===== config.mk =====
export PLATFORM = sky130hd
export DESIGN_NAME = flash_word_reader
export DESIGN_NICKNAME = d
export VERILOG_FILES = /design/src/rtl/fwr_pkg.sv /design/src/rtl/fwr_ctrl.sv /design/src/rtl/fwr_addr_gen.sv /design/src/rtl/fwr_packer.sv /design/src/rtl/flash_word_reader.sv
export SDC_FILE = /design/constraint.sdc
export NUM_CORES = 1
export LEC_CHECK = 0
export ABC_CLOCK_PERIOD_IN_PS = 1800
export BUFFER_PORTS_ARGS = -buffer_cell sky130_fd_sc_hd__buf_2
export CAP_MARGIN = 20
export CORE_ASPECT_RATIO = 1.2
export CORE_MARGIN = 5
export CORE_UTILIZATION = 48
export CTS_CLUSTER_SIZE = 20
export DETAILED_ROUTE_END_ITERATION = 8
export PLACE_DENSITY_LB_ADDON = 0.2
export SYNTH_ARGS = -nofsm -noshare
export SYNTH_HDL_FRONTEND = slang
export SYNTH_SLANG_ARGS = --single-unit

===== constraint.sdc =====
create_clock -name clk -period 1.8 [get_ports clk]
set_clock_uncertainty 0.15 [all_clocks]
set_input_delay 0.18 -clock clk [delete_from_list [all_inputs] [get_ports clk]]
set_output_delay 0.18 -clock clk [all_outputs]
set_load 0.02 [all_outputs]

===== src/rtl/fwr_pkg.sv =====
package fwr_pkg;
    localparam int WORD_W = 32;
    localparam int BYTE_W = 8;
    localparam int LANES  = WORD_W / BYTE_W;
    localparam int LANE_W = $clog2(LANES);

    typedef enum logic [1:0] {
        ST_IDLE   = 2'd0,
        ST_ACCESS = 2'd1,
        ST_DONE   = 2'd2
    } fwr_state_e;
endpackage


===== src/rtl/fwr_ctrl.sv =====
module fwr_ctrl
    import fwr_pkg::*;
#(
    parameter int LAT = 3
) (
    input  logic              clk,
    input  logic              rst,
    input  logic              req_rd,
    output fwr_state_e        state,
    output logic [LANE_W-1:0] lane,
    output logic              accept,
    output logic              capture
);
    localparam int CW = (LAT > 1) ? $clog2(LAT) : 1;

    fwr_state_e        state_q;
    logic [CW-1:0]     cnt_q;
    logic [LANE_W-1:0] lane_q;
    logic              win_end;
    logic              last_lane;

    always_comb begin
        win_end   = (cnt_q == CW'(LAT - 1));
        last_lane = (lane_q == LANE_W'(LANES - 1));
    end

    // state register
    always_ff @(posedge clk) begin
        if (rst) begin
            state_q <= ST_IDLE;
            cnt_q   <= '0;
            lane_q  <= '0;
        end else begin
            unique case (state_q)
                ST_IDLE: begin
                    cnt_q  <= '0;
                    lane_q <= '0;
                    if (req_rd) state_q <= ST_ACCESS;
                end
                ST_ACCESS: begin
                    if (win_end) begin
                        cnt_q <= '0;
                        if (last_lane) state_q <= ST_DONE;
                        else           lane_q  <= lane_q + 1'b1;
                    end else begin
                        cnt_q <= cnt_q + 1'b1;
                    end
                end
                ST_DONE: state_q <= ST_IDLE;
                default: state_q <= ST_IDLE;
            endcase
        end
    end

    // outputs
    always_comb begin
        accept  = 1'b0;
        capture = 1'b0;
        unique case (state_q)
            ST_IDLE:   accept  = req_rd;
            ST_ACCESS: capture = win_end;
            ST_DONE:   ;
            default:   ;
        endcase
        state = state_q;
        lane  = lane_q;
    end
endmodule


===== src/rtl/fwr_addr_gen.sv =====
module fwr_addr_gen
    import fwr_pkg::*;
#(
    parameter int ADDR_W = 24
) (
    input  logic              clk,
    input  logic              rst,
    input  logic              accept,
    input  logic [ADDR_W-1:0] req_addr,
    input  logic [LANE_W-1:0] lane,
    output logic [ADDR_W-1:0] fl_addr
);
    localparam logic [ADDR_W-1:0] LOW_MASK = ADDR_W'(LANES - 1);

    logic [ADDR_W-1:0] base_q;

    always_ff @(posedge clk) begin
        if (rst)         base_q <= '0;
        else if (accept) base_q <= req_addr & ~LOW_MASK;
    end

    // base_q low bits are always zero, so OR forms base + lane
    assign fl_addr = base_q | ADDR_W'(lane);
endmodule


===== src/rtl/fwr_packer.sv =====
module fwr_packer
    import fwr_pkg::*;
(
    input  logic              clk,
    input  logic              rst,
    input  logic              capture,
    input  logic [LANE_W-1:0] lane,
    input  logic [BYTE_W-1:0] fl_data,
    output logic [WORD_W-1:0] word
);
    for (genvar i = 0; i < LANES; i++) begin : g_lane
        logic [BYTE_W-1:0] byte_q;
        always_ff @(posedge clk) begin
            if (rst)                                  byte_q <= '0;
            else if (capture && lane == LANE_W'(i))   byte_q <= fl_data;
        end
        // lowest byte address lands in the most significant byte
        assign word[WORD_W-1-i*BYTE_W -: BYTE_W] = byte_q;
    end
endmodule


===== src/rtl/flash_word_reader.sv =====
module flash_word_reader
    import fwr_pkg::*;
#(
    parameter int ADDR_W = 24,
    parameter int LAT    = 3
) (
    input  logic              clk,
    input  logic              rst,
    input  logic              req_rd,
    input  logic [ADDR_W-1:0] req_addr,
    output logic              req_wait,
    output logic [31:0]       req_data,
    output logic [ADDR_W-1:0] fl_addr,
    output logic              fl_rd,
    input  logic [7:0]        fl_data
);
    fwr_state_e        state;
    logic [LANE_W-1:0] lane;
    logic              accept;
    logic              capture;

    fwr_ctrl #(.LAT(LAT)) ctrl_i (
        .clk     (clk),
        .rst     (rst),
        .req_rd  (req_rd),
        .state   (state),
        .lane    (lane),
        .accept  (accept),
        .capture (capture)
    );

    fwr_addr_gen #(.ADDR_W(ADDR_W)) addr_i (
        .clk      (clk),
        .rst      (rst),
        .accept   (accept),
        .req_addr (req_addr),
        .lane     (lane),
        .fl_addr  (fl_addr)
    );

    fwr_packer pack_i (
        .clk     (clk),
        .rst     (rst),
        .capture (capture),
        .lane    (lane),
        .fl_data (fl_data),
        .word    (req_data)
    );

    always_comb begin
        req_wait = (state != ST_DONE);
        fl_rd    = (state == ST_ACCESS);
    end
endmodule


# Word level (Yosys, flattened, before mapping)
# Cells that the tools add are included.
[op_classes] n_addsub=2 eq_ne=10 muxes=11 n_bitwise=1 n_reduce_logical=9
[op_table] cell="$or A24 B2 Y24" n=1
[op_table] cell="$mux W2" n=6
[op_table] cell="$pmux W2 S2" n=3
[op_table] cell="$eq A2 B2 Y1 const B" n=3
[op_table] cell="$ne A2 B2 Y1 const B" n=3
[op_table] cell="$reduce_and A3 Y1" n=2
[op_table] cell="$add A2 B1 Y2 const B" n=2
[op_table] cell="$eq A2 B1 Y1 const B" n=2
[op_table] cell="$logic_and A1 B1 Y1" n=4
[op_table] cell="$logic_not A2 Y1" n=2
[op_table] cell="$ne A2 B1 Y1 const B" n=2
[op_table] cell="$mux W1" n=2
[op_table] cell="$reduce_bool A2 Y1" n=1
[word_totals] register_bits=60 elab_cells=41

# Longest topological paths before layout
[depth] depth_word=4 ltp_mapped=5 depth_no_buf=4

# Hierarchy
# A second synthesis with hierarchy kept.
[hier_totals] hier_cells=223 area_unflattened_um2=2419.8
[modules_own_cells] mod="fwr_packer" instances=1 cells_each=116 area_per_inst_um2=1285.0 seq_area_each_um2=640.6
[modules_own_cells] mod="fwr_addr_gen" instances=1 cells_each=73 area_per_inst_um2=817.0 seq_area_each_um2=440.4
[modules_own_cells] mod="fwr_ctrl" instances=1 cells_each=32 area_per_inst_um2=302.8 seq_area_each_um2=120.1
[modules_own_cells] mod="flash_word_reader" instances=1 cells_each=2 area_per_inst_um2=15.0 seq_area_each_um2=0.0

# Least setup slack after synthesis
# OpenSTA, ideal clock, no wires.
[synth_path] kind="reg2reg" startpoint="register ctrl_i.lane_q[0], in the netlist ctrl_i.lane[0]" endpoint="register ctrl_i.lane_q[0], in the netlist ctrl_i.lane[0]" setup_time_ps=132 arrival_ps=1300 path_slack_ps=218 path_stages_with_launch=5 n_path_buf=0 path_cell_list="dfxtp_1 -> ha_1 -> or4b_1 -> o211ai_1 -> a21oi_1"
[synth_via] elab_chain_cells=4 elab_cells_between_ends=7 cone_classes="add/sub: 1; eq/ne: 2; mux: 3; reduce/logical: 1"
[synth_rtl] item="start: declaration" line="fwr_ctrl.sv:18" text="logic [LANE_W-1:0] lane_q;"
[synth_rtl] item="start signal: assignment" line="fwr_ctrl.sv:44" text="else lane_q <= lane_q + 1'b1;"
[synth_rtl] item="$add A2 B1 Y2" line="fwr_ctrl.sv:44"
[synth_rtl] item="$mux W2" line="fwr_ctrl.sv:43" text="if (last_lane) state_q <= ST_DONE;"
[synth_rtl] item="$mux W2" line="fwr_ctrl.sv:41" text="if (win_end) begin"
[synth_rtl] item="$pmux W2 S2" line="fwr_ctrl.sv:34" text="unique case (state_q)"
# Several ways; a longest one is shown, not always the timed one. The select of a mux whose other input is x is not followed.
# A chain may end at the register's enable or synchronous reset.

# Worst setup path after layout
[layout_path] startpoint="register ctrl_i.state_q[1], in the netlist ctrl_i.state[1]" endpoint="register addr_i.base_q[13]"
[layout_via] elab_chain_cells=2
[layout_rtl] item="start: declaration" line="fwr_ctrl.sv:16" text="fwr_state_e state_q;"
[layout_rtl] item="start signal: assignment" line="fwr_ctrl.sv:30" text="state_q <= ST_IDLE;"
[layout_rtl] item="start signal: assignment" line="fwr_ctrl.sv:38" text="if (req_rd) state_q <= ST_ACCESS;"
[layout_rtl] item="start signal: assignment" line="fwr_ctrl.sv:43"
[layout_rtl] item="$logic_not A2 Y1" line="fwr_ctrl.sv:59" text="unique case (state_q)"
[layout_rtl] item="$mux W1" line="fwr_ctrl.sv:59"
[layout_rtl] item="end signal: assignment" line="fwr_addr_gen.sv:19" text="else if (accept) base_q <= req_addr & ~LOW_MASK;"
[layout_rtl] item="end: declaration" line="fwr_addr_gen.sv:15" text="logic [ADDR_W-1:0] base_q;"
# Every way passes these cells.

==> results.cfg <==
[pwr]
power.internal_mw = 2.05
seqPwrFrac_pct = 51.2
p_leak_nw = 1.60
power_density_nw_per_um2 = 833
power_switching_mw = 0.644
p_comb_share_pct = 10.2
clkPwrFrac_pct = 38.6
switching_share_pct = 23.9
ir_drop_mv = 0.595

[detailed_routing]
wirelength_mm = 5.45
drc = 0
vias = 2046
wl_per_cell_um = 12.9
firstDrtPassIters = 4
wl_met3_um = 448
wl_met1_mm = 2.25
drtIter0Drc = 75
viasPerCell = 4.86
ant_nets = 0
wl_met2_mm = 2.63
highest-signal-layer = met4

[grt]
grt_max_degree = 69
gr-usage-all-layers_pct = 18.0
grt_first_pass_wirelength_mm = 8.91
overflow = 0
grt_pass1_vias = 2012
antenna_found_initial = 0

[synthesis]
ys_top_cells_by_area = dfxtp_1 (51%), mux2i_1 (14%), nand2b_1 (11%)
synth_edf_count = 0
synthAdderAreaFrac_pct = 2.12
yosys_most_used_dff = dfxtp_1
yosysMostFrequentCell = dfxtp_1
synth_simple_gate_area_share_pct = 23.5
ys_types = 24
syn_area_um2 = 2360
synth.avg_cell_area_um2 = 9.64
synth_top_family_by_area = simple AND/OR/NAND/NOR gates
synth_top_area_share_pct = 50.9
yosysTopAreaCell = dfxtp_1
synthCells = 245
syn_nets = 284
synth_warnings = 0
synth.area.mux_share_pct = 13.6
synth_common_cells = dfxtp_1 (60), nand2_1 (44), nand2b_1 (41), mux2i_1 (32), a21oi_1 (27)
yosysSeqAreaShare_pct = 50.9
synth-xor-area-share_pct = 0
synthArstFlopShare_pct = 0
synth-compound-area-share_pct = 6.36
ys_ff_latch = 60

[layout]
fillers = 409
final_layout_size_suffix_gt1_share_pct = 31.0
nets = 396
areaGrowthSynthToFinish_pct = 37.1
num_antenna_cells = 0

[min_path]
hp-start = fl_data[1]
min_path_cells = 3
hp-class = in2reg
hold_end = pack_i.g_lane[1].byte_q[1]

[clock_tree]
tritoncts = built
path_clk_slew_ps = 60
cts_htree_levels = 3
cts_sinks = 60
insertion_delay_ps = 330
cts-buffers-inserted = 9
ctsResizeCount = 0
root_buffer = clkbuf_8
clock_tree.buffer_depth = 2

[worst_setup_path]
crit_required_ps = 1850
cp-start-kind = register
path_class = reg2reg
cp_max_fo = 22
reg2regPathDepth = 3
cpPeakStageDelay_ps = 710
cp_slowest_cell = or3b_2
r2r-end = addr_i.base_q[13]
crit_chain = or3b_2 -> nand2_1 -> a21oi_1
worstPathArrival_ps = 1670
end_kind = register
r2r_setup_slack_ps = 180
timing.rr.start = ctrl_i.state[1]

[floorplan]
die_area_um2 = 6430
row_count = 28
core_region_area_um2 = 4870
start_util_pct = 48.5
die_h_um = 86.8
die_w_um = 74.0
io_pins = 93

[timing]
drv_slew = 0
max-slew-margin-rel_pct = 69.2
timing.fmax_mhz = 619
fin_crit_ps = 1620
tightest_slew_ps = 463
setup_violations = 0
period_share_pct = 89.8
holdWs_ps = 42.3
hold_viol_final = 0
rsz0062_at_grt = false
finalSetupTns_ps = 0

[outcome]
status = finished clean

[run]
cap_violations = 0

[place]
gp_congestion = 0.722
hpwlAfterDp_mm = 3.40
io_buffer_count = 90
==> critical path: cells and delay by family, from the launching register on <==
family | cells | cell delay (ps)
AO/OA/AOI/OAI | 1 | 90
flip-flops | 1 | 370
AND/OR/NAND/NOR | 2 | 870
==> worst max-delay path by stage <==
stage	startpoint	to	slack, ps	depth (start not counted)
2_1_floorplan	ctrl_i.lane[0]	ctrl_i.lane[0]	220	4
6_report	ctrl_i.state[1]	addr_i.base_q[13]	180	3
4_1_cts	ctrl_i.state[1]	addr_i.base_q[5]	210	3
3_3_place_gp	ctrl_i.state[1]	addr_i.base_q[17]	240	3
3_5_place_dp	ctrl_i.state[1]	addr_i.base_q[16]	230	3
5_1_grt	ctrl_i.state[0]	pack_i.g_lane[3].byte_q[7]	110	3
==> layout make-up <==
type	instances	area (um^2)	area share, %
timing repair buffer	115	706	21.8
clock inverter	2	10.0	0.309
clock buffer	13	159	4.91
sequential	60	1200	37.1
tap	60	75.1	2.32
inverter	3	11.3	0.348
multi-input combinational	168	1070	33.2
==> cell usage in the layout, fill, tap and decap left out, types with 2 or more instances in the layout <==
master         instances
clkinv_2               2
nand2b_1              41
inv_1                  3
a21oi_1               27
buf_4                  2
buf_2                 90
nand3_1                2
dlygate4sd3_1         22
dfxtp_1               60
nand2_2                3
nor2_1                 3
clkbuf_8              11
nand2_1               44
o211ai_1               2
ha_1                   4
clkbuf_1               2
mux2i_1               32
==> state kept, by name, indices dropped and copies added, names as in the netlist <==
| signal | flops |
|---|---|
| pack_i.g_lane.byte_q | 32 |
| addr_i.base_q | 22 |
| ctrl_i.cnt_q | 2 |
| ctrl_i.lane | 2 |
| ctrl_i.state | 2 |
==> kinds of logic after synthesis <==
logic type / count (synthesis)
compound gates: 29
simple gates: 103
mux: 32
buf+inv: 17
fa+ha+maj: 4
flops: 60
==> repair_timing <==
action                    in CTS  in global routing
setup buffers                  0                  0
hold buffers                  22                  0
hold endpoints to repair      22                  0
==> metal layers <==
layer,vias to the layer above,GRT usage [%]
met5,-,0
met4,0,9.39
met3,9,5.57
met2,64,29.2
met1,946,21.2
li1,1027,-
==> power groups by stage <==
stage | Combinational (mW) | Sequential [mW] | Clock [mW]
2_1_floorplan | 0.107 | 1.45 | 0
3_3_place_gp | 0.233 | 1.41 | 0
3_5_place_dp | 0.236 | 1.41 | 0
4_1_cts | 0.273 | 1.38 | 1.07
5_1_grt | 0.302 | 1.38 | 1.13
6_report | 0.274 | 1.38 | 1.04
==> through the flow <==
| stage | std cells | instance area [um^2] | worst slack, ps | util, % | power, mW |
|---|---|---|---|---|---|
| finish | 421 | 3240 | 183 | 66.5 | 2.70 |
| global route | 421 | 3240 | 109 | 66.5 | 2.82 |
| CTS | 421 | 3240 | 207 | 66.5 | 2.72 |
| detailed placement | 384 | 2850 | 229 | 58.5 | 1.65 |
| global placement | 384 | 2850 | 242 | 58.5 | 1.64 |
| floorplan | 245 | 2360 | 218 | - | 1.55 |
No activity file was read; power rests on OpenSTA's default activity.
